## config.mk

```make
export PLATFORM = sky130hd
export DESIGN_NAME = pt_walker
export DESIGN_NICKNAME = d
export VERILOG_FILES = /design/src/rtl/ptw_pkg.sv /design/src/rtl/ptw_ctrl.sv /design/src/rtl/ptw_dp.sv /design/src/rtl/pt_walker.sv
export SDC_FILE = /design/constraint.sdc
export NUM_CORES = 1
export LEC_CHECK = 0
export CAP_MARGIN = 0
export CORE_UTILIZATION = 40
export CTS_CLUSTER_SIZE = 30
export DETAILED_ROUTE_END_ITERATION = 10
export DONT_BUFFER_PORTS = 1
export GPL_TIMING_DRIVEN = 0
export PLACE_DENSITY = 0.64
export RECOVER_POWER = 100
export SYNTH_ARGS = -nofsm -noshare
export SYNTH_HDL_FRONTEND = slang
export SYNTH_SLANG_ARGS = --single-unit
```

## constraint.sdc

```tcl
create_clock -name clk -period 2.96 [get_ports clk]
set_input_delay 0.444 -clock clk [delete_from_list [all_inputs] [get_ports clk]]
set_output_delay 0.444 -clock clk [all_outputs]
set_load 0.02 [all_outputs]
```

## src/rtl/ptw_pkg.sv

```systemverilog
package ptw_pkg;

  localparam int ENTRY_W = 32;

  localparam int BIT_PRESENT  = 0;
  localparam int BIT_WRITABLE = 1;
  localparam int BIT_MODIFIED = 2;
  localparam int STATE_LO     = 3;
  localparam logic [1:0] STATE_UNUSED = 2'b00;

  typedef enum logic [1:0] {
    CAUSE_NONE   = 2'd0,
    CAUSE_ABSENT = 2'd1,
    CAUSE_UNUSED = 2'd2,
    CAUSE_RDONLY = 2'd3
  } cause_e;

  // strobes from control to datapath
  typedef struct packed {
    logic capReq;
    logic capDir;
    logic capTbl;
    logic tblLevel;
  } ptwStrobe_t;

  // fault classification of one fetched entry
  function automatic cause_e judgeEntry(input logic [ENTRY_W-1:0] entry,
                                        input logic isTbl,
                                        input logic isWrite);
    if (entry[STATE_LO+1:STATE_LO] == STATE_UNUSED) return CAUSE_UNUSED;
    if (!entry[BIT_PRESENT]) return CAUSE_ABSENT;
    if (isTbl && isWrite && !entry[BIT_WRITABLE]) return CAUSE_RDONLY;
    return CAUSE_NONE;
  endfunction

endpackage

```

## src/rtl/ptw_ctrl.sv

```systemverilog
module ptw_ctrl
  import ptw_pkg::*;
(
  input  logic       clk,
  input  logic       rstN,
  input  logic       reqValid,
  input  logic       memRspValid,
  input  logic       entryFault,
  output ptwStrobe_t strobe,
  output logic       memReqValid,
  output logic       busy,
  output logic       rspValid
);

  typedef enum logic [2:0] {
    ST_IDLE, ST_RD_DIR, ST_WT_DIR, ST_RD_TBL, ST_WT_TBL, ST_DONE
  } walkState_e;

  walkState_e stateQ, stateD;

  always_ff @(posedge clk) begin
    if (!rstN) stateQ <= ST_IDLE;
    else       stateQ <= stateD;
  end

  always_comb begin
    stateD      = stateQ;
    strobe      = '0;
    memReqValid = 1'b0;
    rspValid    = 1'b0;
    case (stateQ)
      ST_IDLE: begin
        strobe.capReq = reqValid;
        if (reqValid) stateD = ST_RD_DIR;
      end
      ST_RD_DIR: begin
        memReqValid = 1'b1;
        stateD      = ST_WT_DIR;
      end
      ST_WT_DIR: begin
        if (memRspValid) begin
          strobe.capDir = 1'b1;
          stateD        = entryFault ? ST_DONE : ST_RD_TBL;
        end
      end
      ST_RD_TBL: begin
        strobe.tblLevel = 1'b1;
        memReqValid     = 1'b1;
        stateD          = ST_WT_TBL;
      end
      ST_WT_TBL: begin
        strobe.tblLevel = 1'b1;
        if (memRspValid) begin
          strobe.capTbl = 1'b1;
          stateD        = ST_DONE;
        end
      end
      ST_DONE: begin
        rspValid = 1'b1;
        stateD   = ST_IDLE;
      end
      default: stateD = ST_IDLE;
    endcase
  end

  assign busy = (stateQ != ST_IDLE);

  p_single_read_r10: assert property (@(posedge clk) disable iff (!rstN)
    memReqValid |=> !memReqValid);

  p_rsp_pulse_r12: assert property (@(posedge clk) disable iff (!rstN)
    rspValid |=> !rspValid);

  p_accept_r11: assert property (@(posedge clk) disable iff (!rstN)
    (!busy && reqValid) |=> busy);

  p_done_idle_r11: assert property (@(posedge clk) disable iff (!rstN)
    rspValid |=> !busy);

endmodule

```

## src/rtl/ptw_dp.sv

```systemverilog
module ptw_dp
  import ptw_pkg::*;
#(
  parameter int IDX_W = 10,
  parameter int OFF_W = 12
) (
  input  logic               clk,
  input  logic               rstN,
  input  ptwStrobe_t         strobe,
  input  logic [ENTRY_W-1:0] dirBase,
  input  logic [ENTRY_W-1:0] reqVaddr,
  input  logic               reqWrite,
  input  logic [ENTRY_W-1:0] memRspData,
  output logic [ENTRY_W-1:0] memAddr,
  output logic               entryFault,
  output logic               rspFault,
  output logic [1:0]         rspCause,
  output logic [ENTRY_W-1:0] rspPaddr,
  output logic               rspSetDirty,
  output logic [ENTRY_W-1:0] rspPteAddr
);

  localparam int VA_W    = 2 * IDX_W + OFF_W;
  localparam int FRAME_W = ENTRY_W - OFF_W;
  localparam int PAD_W   = ENTRY_W - IDX_W - 2;

  logic [VA_W-1:0]    vaddrQ;
  logic               writeQ;
  logic [FRAME_W-1:0] tblBaseQ;
  logic [FRAME_W-1:0] frameQ;
  logic [OFF_W-1:0]   offQ;
  cause_e             causeQ;
  logic               dirtyQ;
  logic [ENTRY_W-1:0] pteAddrQ;

  logic [IDX_W-1:0]   dirIdx, tblIdx;
  logic [ENTRY_W-1:0] dirAddr, tblAddr;
  cause_e             entryCause;
  logic               needDirty;

  assign dirIdx  = vaddrQ[VA_W-1 -: IDX_W];
  assign tblIdx  = vaddrQ[OFF_W+IDX_W-1 -: IDX_W];
  assign dirAddr = dirBase + {{PAD_W{1'b0}}, dirIdx, 2'b00};
  assign tblAddr = {tblBaseQ, {OFF_W{1'b0}}} + {{PAD_W{1'b0}}, tblIdx, 2'b00};
  assign memAddr = strobe.tblLevel ? tblAddr : dirAddr;

  assign entryCause = judgeEntry(memRspData, strobe.tblLevel, writeQ);
  assign entryFault = (entryCause != CAUSE_NONE);
  assign needDirty  = writeQ && !memRspData[BIT_MODIFIED];

  always_ff @(posedge clk) begin
    if (!rstN) begin
      vaddrQ   <= '0;
      writeQ   <= 1'b0;
      tblBaseQ <= '0;
      frameQ   <= '0;
      offQ     <= '0;
      causeQ   <= CAUSE_NONE;
      dirtyQ   <= 1'b0;
      pteAddrQ <= '0;
    end else if (strobe.capReq) begin
      vaddrQ   <= reqVaddr[VA_W-1:0];
      writeQ   <= reqWrite;
      frameQ   <= '0;
      offQ     <= '0;
      causeQ   <= CAUSE_NONE;
      dirtyQ   <= 1'b0;
      pteAddrQ <= '0;
    end else if (strobe.capDir) begin
      tblBaseQ <= memRspData[ENTRY_W-1:OFF_W];
      causeQ   <= entryCause;
    end else if (strobe.capTbl) begin
      causeQ <= entryCause;
      if (!entryFault) begin
        frameQ   <= memRspData[ENTRY_W-1:OFF_W];
        offQ     <= vaddrQ[OFF_W-1:0];
        dirtyQ   <= needDirty;
        pteAddrQ <= needDirty ? tblAddr : '0;
      end
    end
  end

  assign rspCause    = causeQ;
  assign rspFault    = (causeQ != CAUSE_NONE);
  assign rspPaddr    = {frameQ, offQ};
  assign rspSetDirty = dirtyQ;
  assign rspPteAddr  = pteAddrQ;

  p_dirty_write_r9: assert property (@(posedge clk) disable iff (!rstN)
    dirtyQ |-> writeQ);

  p_fault_sticks_r10: assert property (@(posedge clk) disable iff (!rstN)
    (causeQ != CAUSE_NONE && !strobe.capReq) |=> causeQ == $past(causeQ));

  p_offset_kept_r3: assert property (@(posedge clk) disable iff (!rstN)
    (causeQ == CAUSE_NONE && frameQ != '0) |-> offQ == vaddrQ[OFF_W-1:0]);

endmodule

```

## src/rtl/pt_walker.sv

```systemverilog
module pt_walker
  import ptw_pkg::*;
#(
  parameter int IDX_W = 10,
  parameter int OFF_W = 12
) (
  input  logic        clk,
  input  logic        rstN,
  input  logic [31:0] dirBase,
  input  logic        reqValid,
  input  logic [31:0] reqVaddr,
  input  logic        reqWrite,
  output logic        busy,
  output logic        rspValid,
  output logic        rspFault,
  output logic [1:0]  rspCause,
  output logic [31:0] rspPaddr,
  output logic        rspSetDirty,
  output logic [31:0] rspPteAddr,
  output logic        memReqValid,
  output logic [31:0] memAddr,
  input  logic        memRspValid,
  input  logic [31:0] memRspData
);

  ptwStrobe_t strobe;
  logic       entryFault;

  ptw_ctrl u_ctrl (
    .clk         (clk),
    .rstN        (rstN),
    .reqValid    (reqValid),
    .memRspValid (memRspValid),
    .entryFault  (entryFault),
    .strobe      (strobe),
    .memReqValid (memReqValid),
    .busy        (busy),
    .rspValid    (rspValid)
  );

  ptw_dp #(.IDX_W(IDX_W), .OFF_W(OFF_W)) u_dp (
    .clk         (clk),
    .rstN        (rstN),
    .strobe      (strobe),
    .dirBase     (dirBase),
    .reqVaddr    (reqVaddr),
    .reqWrite    (reqWrite),
    .memRspData  (memRspData),
    .memAddr     (memAddr),
    .entryFault  (entryFault),
    .rspFault    (rspFault),
    .rspCause    (rspCause),
    .rspPaddr    (rspPaddr),
    .rspSetDirty (rspSetDirty),
    .rspPteAddr  (rspPteAddr)
  );

  p_fault_zero_r8: assert property (@(posedge clk) disable iff (!rstN)
    (rspValid && rspFault) |-> rspPaddr == '0);

  p_dirty_ok_r9: assert property (@(posedge clk) disable iff (!rstN)
    (rspValid && rspSetDirty) |-> !rspFault);

  p_no_read_in_rsp_r10: assert property (@(posedge clk) disable iff (!rstN)
    rspValid |-> !memReqValid);

endmodule

```

Word level (Yosys, flattened, before mapping) --
Index checks and enable logic that the tools add are counted.
Cells by class: divide/modulo/power cells 0, magnitude comparators 0, equality and inequality tests 8, bitwise gates (word level) 4, reductions and logical operators 17, shifts and indexed selects 0, multiplexer cells 28, add/sub/neg operators 2, multiply operators 0
Operator list (number):
- 32-bit by 12-bit adder with 32-bit output | 2
- 32-bit two-way mux | 2
- 2-bit two-way mux | 8
- 3-bit one-hot mux with 5 select lines | 1
- 1-bit two-way mux | 13
- 3-bit two-way mux | 4
- 3-bit by 2-bit equality test with 1-bit output, second input constant | 2
- 3-bit equality test, second input constant | 2
- 2-bit inequality test, second input constant | 3
- 3-bit AND reduction | 2
- 2-bit nonzero test | 3
- 2-bit OR reduction | 3
- 1-bit NOT | 4
- 3-bit by 1-bit equality test with 1-bit output, second input constant | 1
- 1-bit logical AND | 3
- 3-bit zero test | 1
- 3-bit nonzero test | 1
- 1-bit zero test | 2
- 2-bit zero test | 1
- 2-bit AND reduction | 1
Storage, ports and cells: output and inout port bits 103, register bits after elaboration 123, memories 0, bits in latches 0, logic and storage cells 68, memory bits (writable) 0, ROM bits 0

Longest topological paths before layout --
word-level depth 15, gate-level depth with buffers 8, gate-level depth less buffers 8

Cells and area by module --
Synthesis repeated with hierarchy kept, for this count alone.
Unflattened totals: cells, all modules 718, area, all modules 5967.0 µm²
Modules (own cells, without submodules):
- ptw_dp | area each 5728.0 µm², cells each 693, instances 1
- ptw_ctrl | area each 239.0 µm², cells each 25, instances 1

Worst setup path after synthesis --
OpenSTA, ideal clock, no wires.
path type input -> output, from input port dirBase[2], to output port memAddr[18], path slack -0.086 ns, required time 2.516 ns, buffers on the path 0, arrival time 2.602 ns, stages on the path 8, path through ha_1 fa_1 a21oi_1 o22ai_1 o31ai_2 nor3_1 xnor2_1 o21ai_0
Between the ends: cells in the longest elaborated chain, start to end 2
RTL lines:
- from (decl) | line pt_walker.sv:9 | input logic [31:0] dirBase,
- 32-bit by 12-bit adder with 32-bit output | line ptw_dp.sv:43 | assign dirAddr = dirBase + {{PAD_W{1'b0}}, dirIdx, 2'b00};
- 32-bit two-way mux | line ptw_dp.sv:45 | assign memAddr = strobe.tblLevel ? tblAddr : dirAddr;
- to (decl) | line pt_walker.sv:21 | output logic [31:0] memAddr,
No other way between the ends.

Worst setup path after layout --
from register u_dp.vaddrQ[25], to output port memAddr[21]
Between the ends: cells in the longest elaborated chain, start to end 2
RTL lines:
- from (decl) | line ptw_dp.sv:27 | logic [VA_W-1:0] vaddrQ;
- from (signal assigned) | line ptw_dp.sv:62 | vaddrQ <= reqVaddr[VA_W-1:0];
- 32-bit by 12-bit adder with 32-bit output | line ptw_dp.sv:43
- 32-bit two-way mux | line ptw_dp.sv:45
No other way between the ends.

==> results_dict.tcl <==
set metrics [dict create \
    drt_first_pass_iters 5 \
    mostFrequentLayoutCells "nand2_1 (218), dfxtp_1 (120), a21oi_1 (82), a22o_1 (30), clkbuf_1 (29)" \
    finalSetupViolations 0 \
    slew-limit-headroom 0.242 \
    power_mw 4.17 \
    num_rows 42 \
    period_minus_slack_ns 2.92 \
    worstSetupPathType "reg2out" \
    drcViolationCount 0 \
    h-tree-depth 4 \
    yosys_register_bits 121 \
    drv_slew 0 \
    grtUsageTotal 0.233 \
    drv_cap 0 \
    cp.arrival_ns 2.48 \
    crit_required_ns 2.52 \
    vias 4955 \
    drt_iter0_drc 243 \
    syn_inst 687 \
    clk_path_buf_depth 2 \
    ys_seq_area_frac 0.444 \
    final_layout_size_suffix_gt1_frac 0.144 \
    io_buffer_count 0 \
    power_density_mw_per_mm2 638 \
    numCtsBuffers 17 \
    post-place-ws_ns -0.367 \
    first_global_vias 5042 \
    die_area_sq_mm 0.0141 \
    dieHeight_um 119 \
    peakVddDrop_v 0.000380 \
    synth_edf_count 0 \
    cts_tree "done" \
    rsz0062_at_grt "true" \
    syn2layout_area_growth_pct 19.8 \
    fin_crit_sh 0.987 \
    fin_worst_skew_ns 0.0122 \
    layout_commonest_cell "nand2_1" \
    fin_util 0.492 \
    cp-end-kind "output port" \
    fin_setup_tns_ns 0 \
    viasPerCell 5.51 \
    power_leakage_nw 2.20 \
    mappedNetlistArea_sq_mm 0.00546 \
    tightest_slew_ns 1.12 \
    grt_pass1_wl_mm 25.6 \
    overflow 0 \
    antenna_found_initial 1 \
    postSynthAreaPerCell_sq_um 7.95 \
    async_flop_share 0 \
    dpl.hpwl_mm 12.3 \
    grt_max_degree 17 \
    hold_path.class "in2reg" \
    core_sq_mm 0.0133 \
    clock_sinks 121 \
    hold_viol 0 \
    io_pins 204 \
    cp-start-kind "register" \
    status "finished, final reports clean" \
    clk_latency_ns 0.42 \
    max_freq_mhz 342 \
    cp_max_fo 5 \
    nets 822 \
    cts.clk_slew.worst_paths_ns 0.06 \
    cts_root_buffer "clkbuf_16" \
    wl_per_cell_um 18.4 \
    fp.dieW_um 119 \
    drt_wl_total_mm 16.6 \
    synth_flop_cell "dfxtp_1" \
    initial_core_util 0.411 \
    synth.distinct_cells 53 \
    ant_nets 0 \
    layout_setup_ws_ns 0.0381 \
    gp_congestion 0.871 \
    synth_warnings 0 \
]
## cells by family (layout without fill, tap and decap cells)
kind of cell | Yosys count | after routing | share of synthesized area
simple gates | 291 | 291 | 0.229
compound gates | 182 | 183 | 0.213
flops | 121 | 121 | 0.444
buf+inv | 54 | 88 | 0.0433
xor+xnor | 25 | 25 | 0.0401
fa+ha+maj | 11 | 11 | 0.0266
mux | 2 | 2 | 0.00390
other cells | 1 | 3 | 0.000687
## where the power goes
part,switching (mW),internal [mW],total [mW]
Sequential,0.0394,1.68,1.72
Combinational,0.396,0.182,0.578
Clock,0.746,1.13,1.88
## flip-flops by register name, indices dropped and copies added (netlist names)
signal / count
u_ctrl.stateQ: 3
u_dp.frameQ: 20
u_dp.offQ: 12
u_dp.rspCause: 2
u_dp.rspPteAddr: 30
u_dp.rspSetDirty: 1
u_dp.tblBaseQ: 20
u_dp.vaddrQ: 32
u_dp.writeQ: 1
## layout make-up
type	count	area, sq um
Clock inverter	10	71.3
Buffer	43	193
Timing Repair Buffer	3	47.5
Inverter	10	37.5
Clock buffer	22	474
Multi-Input combinational cell	514	3070
Sequential cell	121	2420
Tap cell	176	220
Antenna cell	1	2.50
Fill cell	1330	6760
## repair_timing
action | in CTS | in global routing
gates resized for setup | 44 | 22
buffers inserted | 3 | 0
endpoints found under the setup margin | 28 | 22
hold buffers | 0 | 0
pin swaps | 7 | 9
gates cloned | 0 | 1
## final timing paths
path                            slack, ns  cells past startpoint             start                  end
worst max-delay path                 0.04                      7   u_dp.vaddrQ[25]          memAddr[21]
worst min-delay path                 0.15                      2      reqVaddr[10]      u_dp.vaddrQ[10]
worst max register to register       0.43                      8  u_ctrl.stateQ[2]  u_dp.rspPteAddr[17]
worst min register to register       0.45                      2    u_dp.vaddrQ[6]         u_dp.offQ[6]
## routing by layer
layer	GRT usage	wire, um
met5	0	0
met4	0.104	481
met3	0.0857	1480
met2	0.402	8110
met1	0.256	6500
## stage by stage
step,std cells,hold WS (ns),instance area (sq um)
2_1_floorplan,688,0.432,5460
3_3_place_gp,864,0.441,5680
3_5_place_dp,864,0.448,5680
4_1_cts,898,0.147,6430
5_1_grt,900,0.152,6540
6_report,900,0.154,6540
## Yosys cell counts (all sizes together) (2+ instances only)
master,number,area (sq um)
nand2,220,826
nand4,2,18.8
or3,2,12.5
buf,18,101
nor2,20,75.1
and2,4,25.0
and3,2,12.5
a21boi,15,113
nand2b,6,37.5
a21o,2,15.0
nor3b,2,25.0
dfxtp,121,2420
o22ai,2,12.5
o21a,2,15.0
o211ai,4,40.0
a211oi,5,50.1
o31ai,2,20.0
ha,10,125
inv,10,37.5
or2,3,18.8
nor3,12,81.3
a31oi,2,12.5
xor2,4,35.0
clkbuf,26,97.6
nand3,11,60.1
xnor2,21,184
o21ai,29,145
a21oi,85,429
nor2b,3,18.8
a22o,30,263
## critical path, cell delays in order (launching register included)
cell	delay, ns
dfxtp_1	0.31
ha_1	0.37
nand3_1	0.16
nor2_4	0.24
o211ai_4	0.14
and2_1	0.20
or4_1	0.49
nand3_2	0.14
Power figures use the tool's default switching activity.
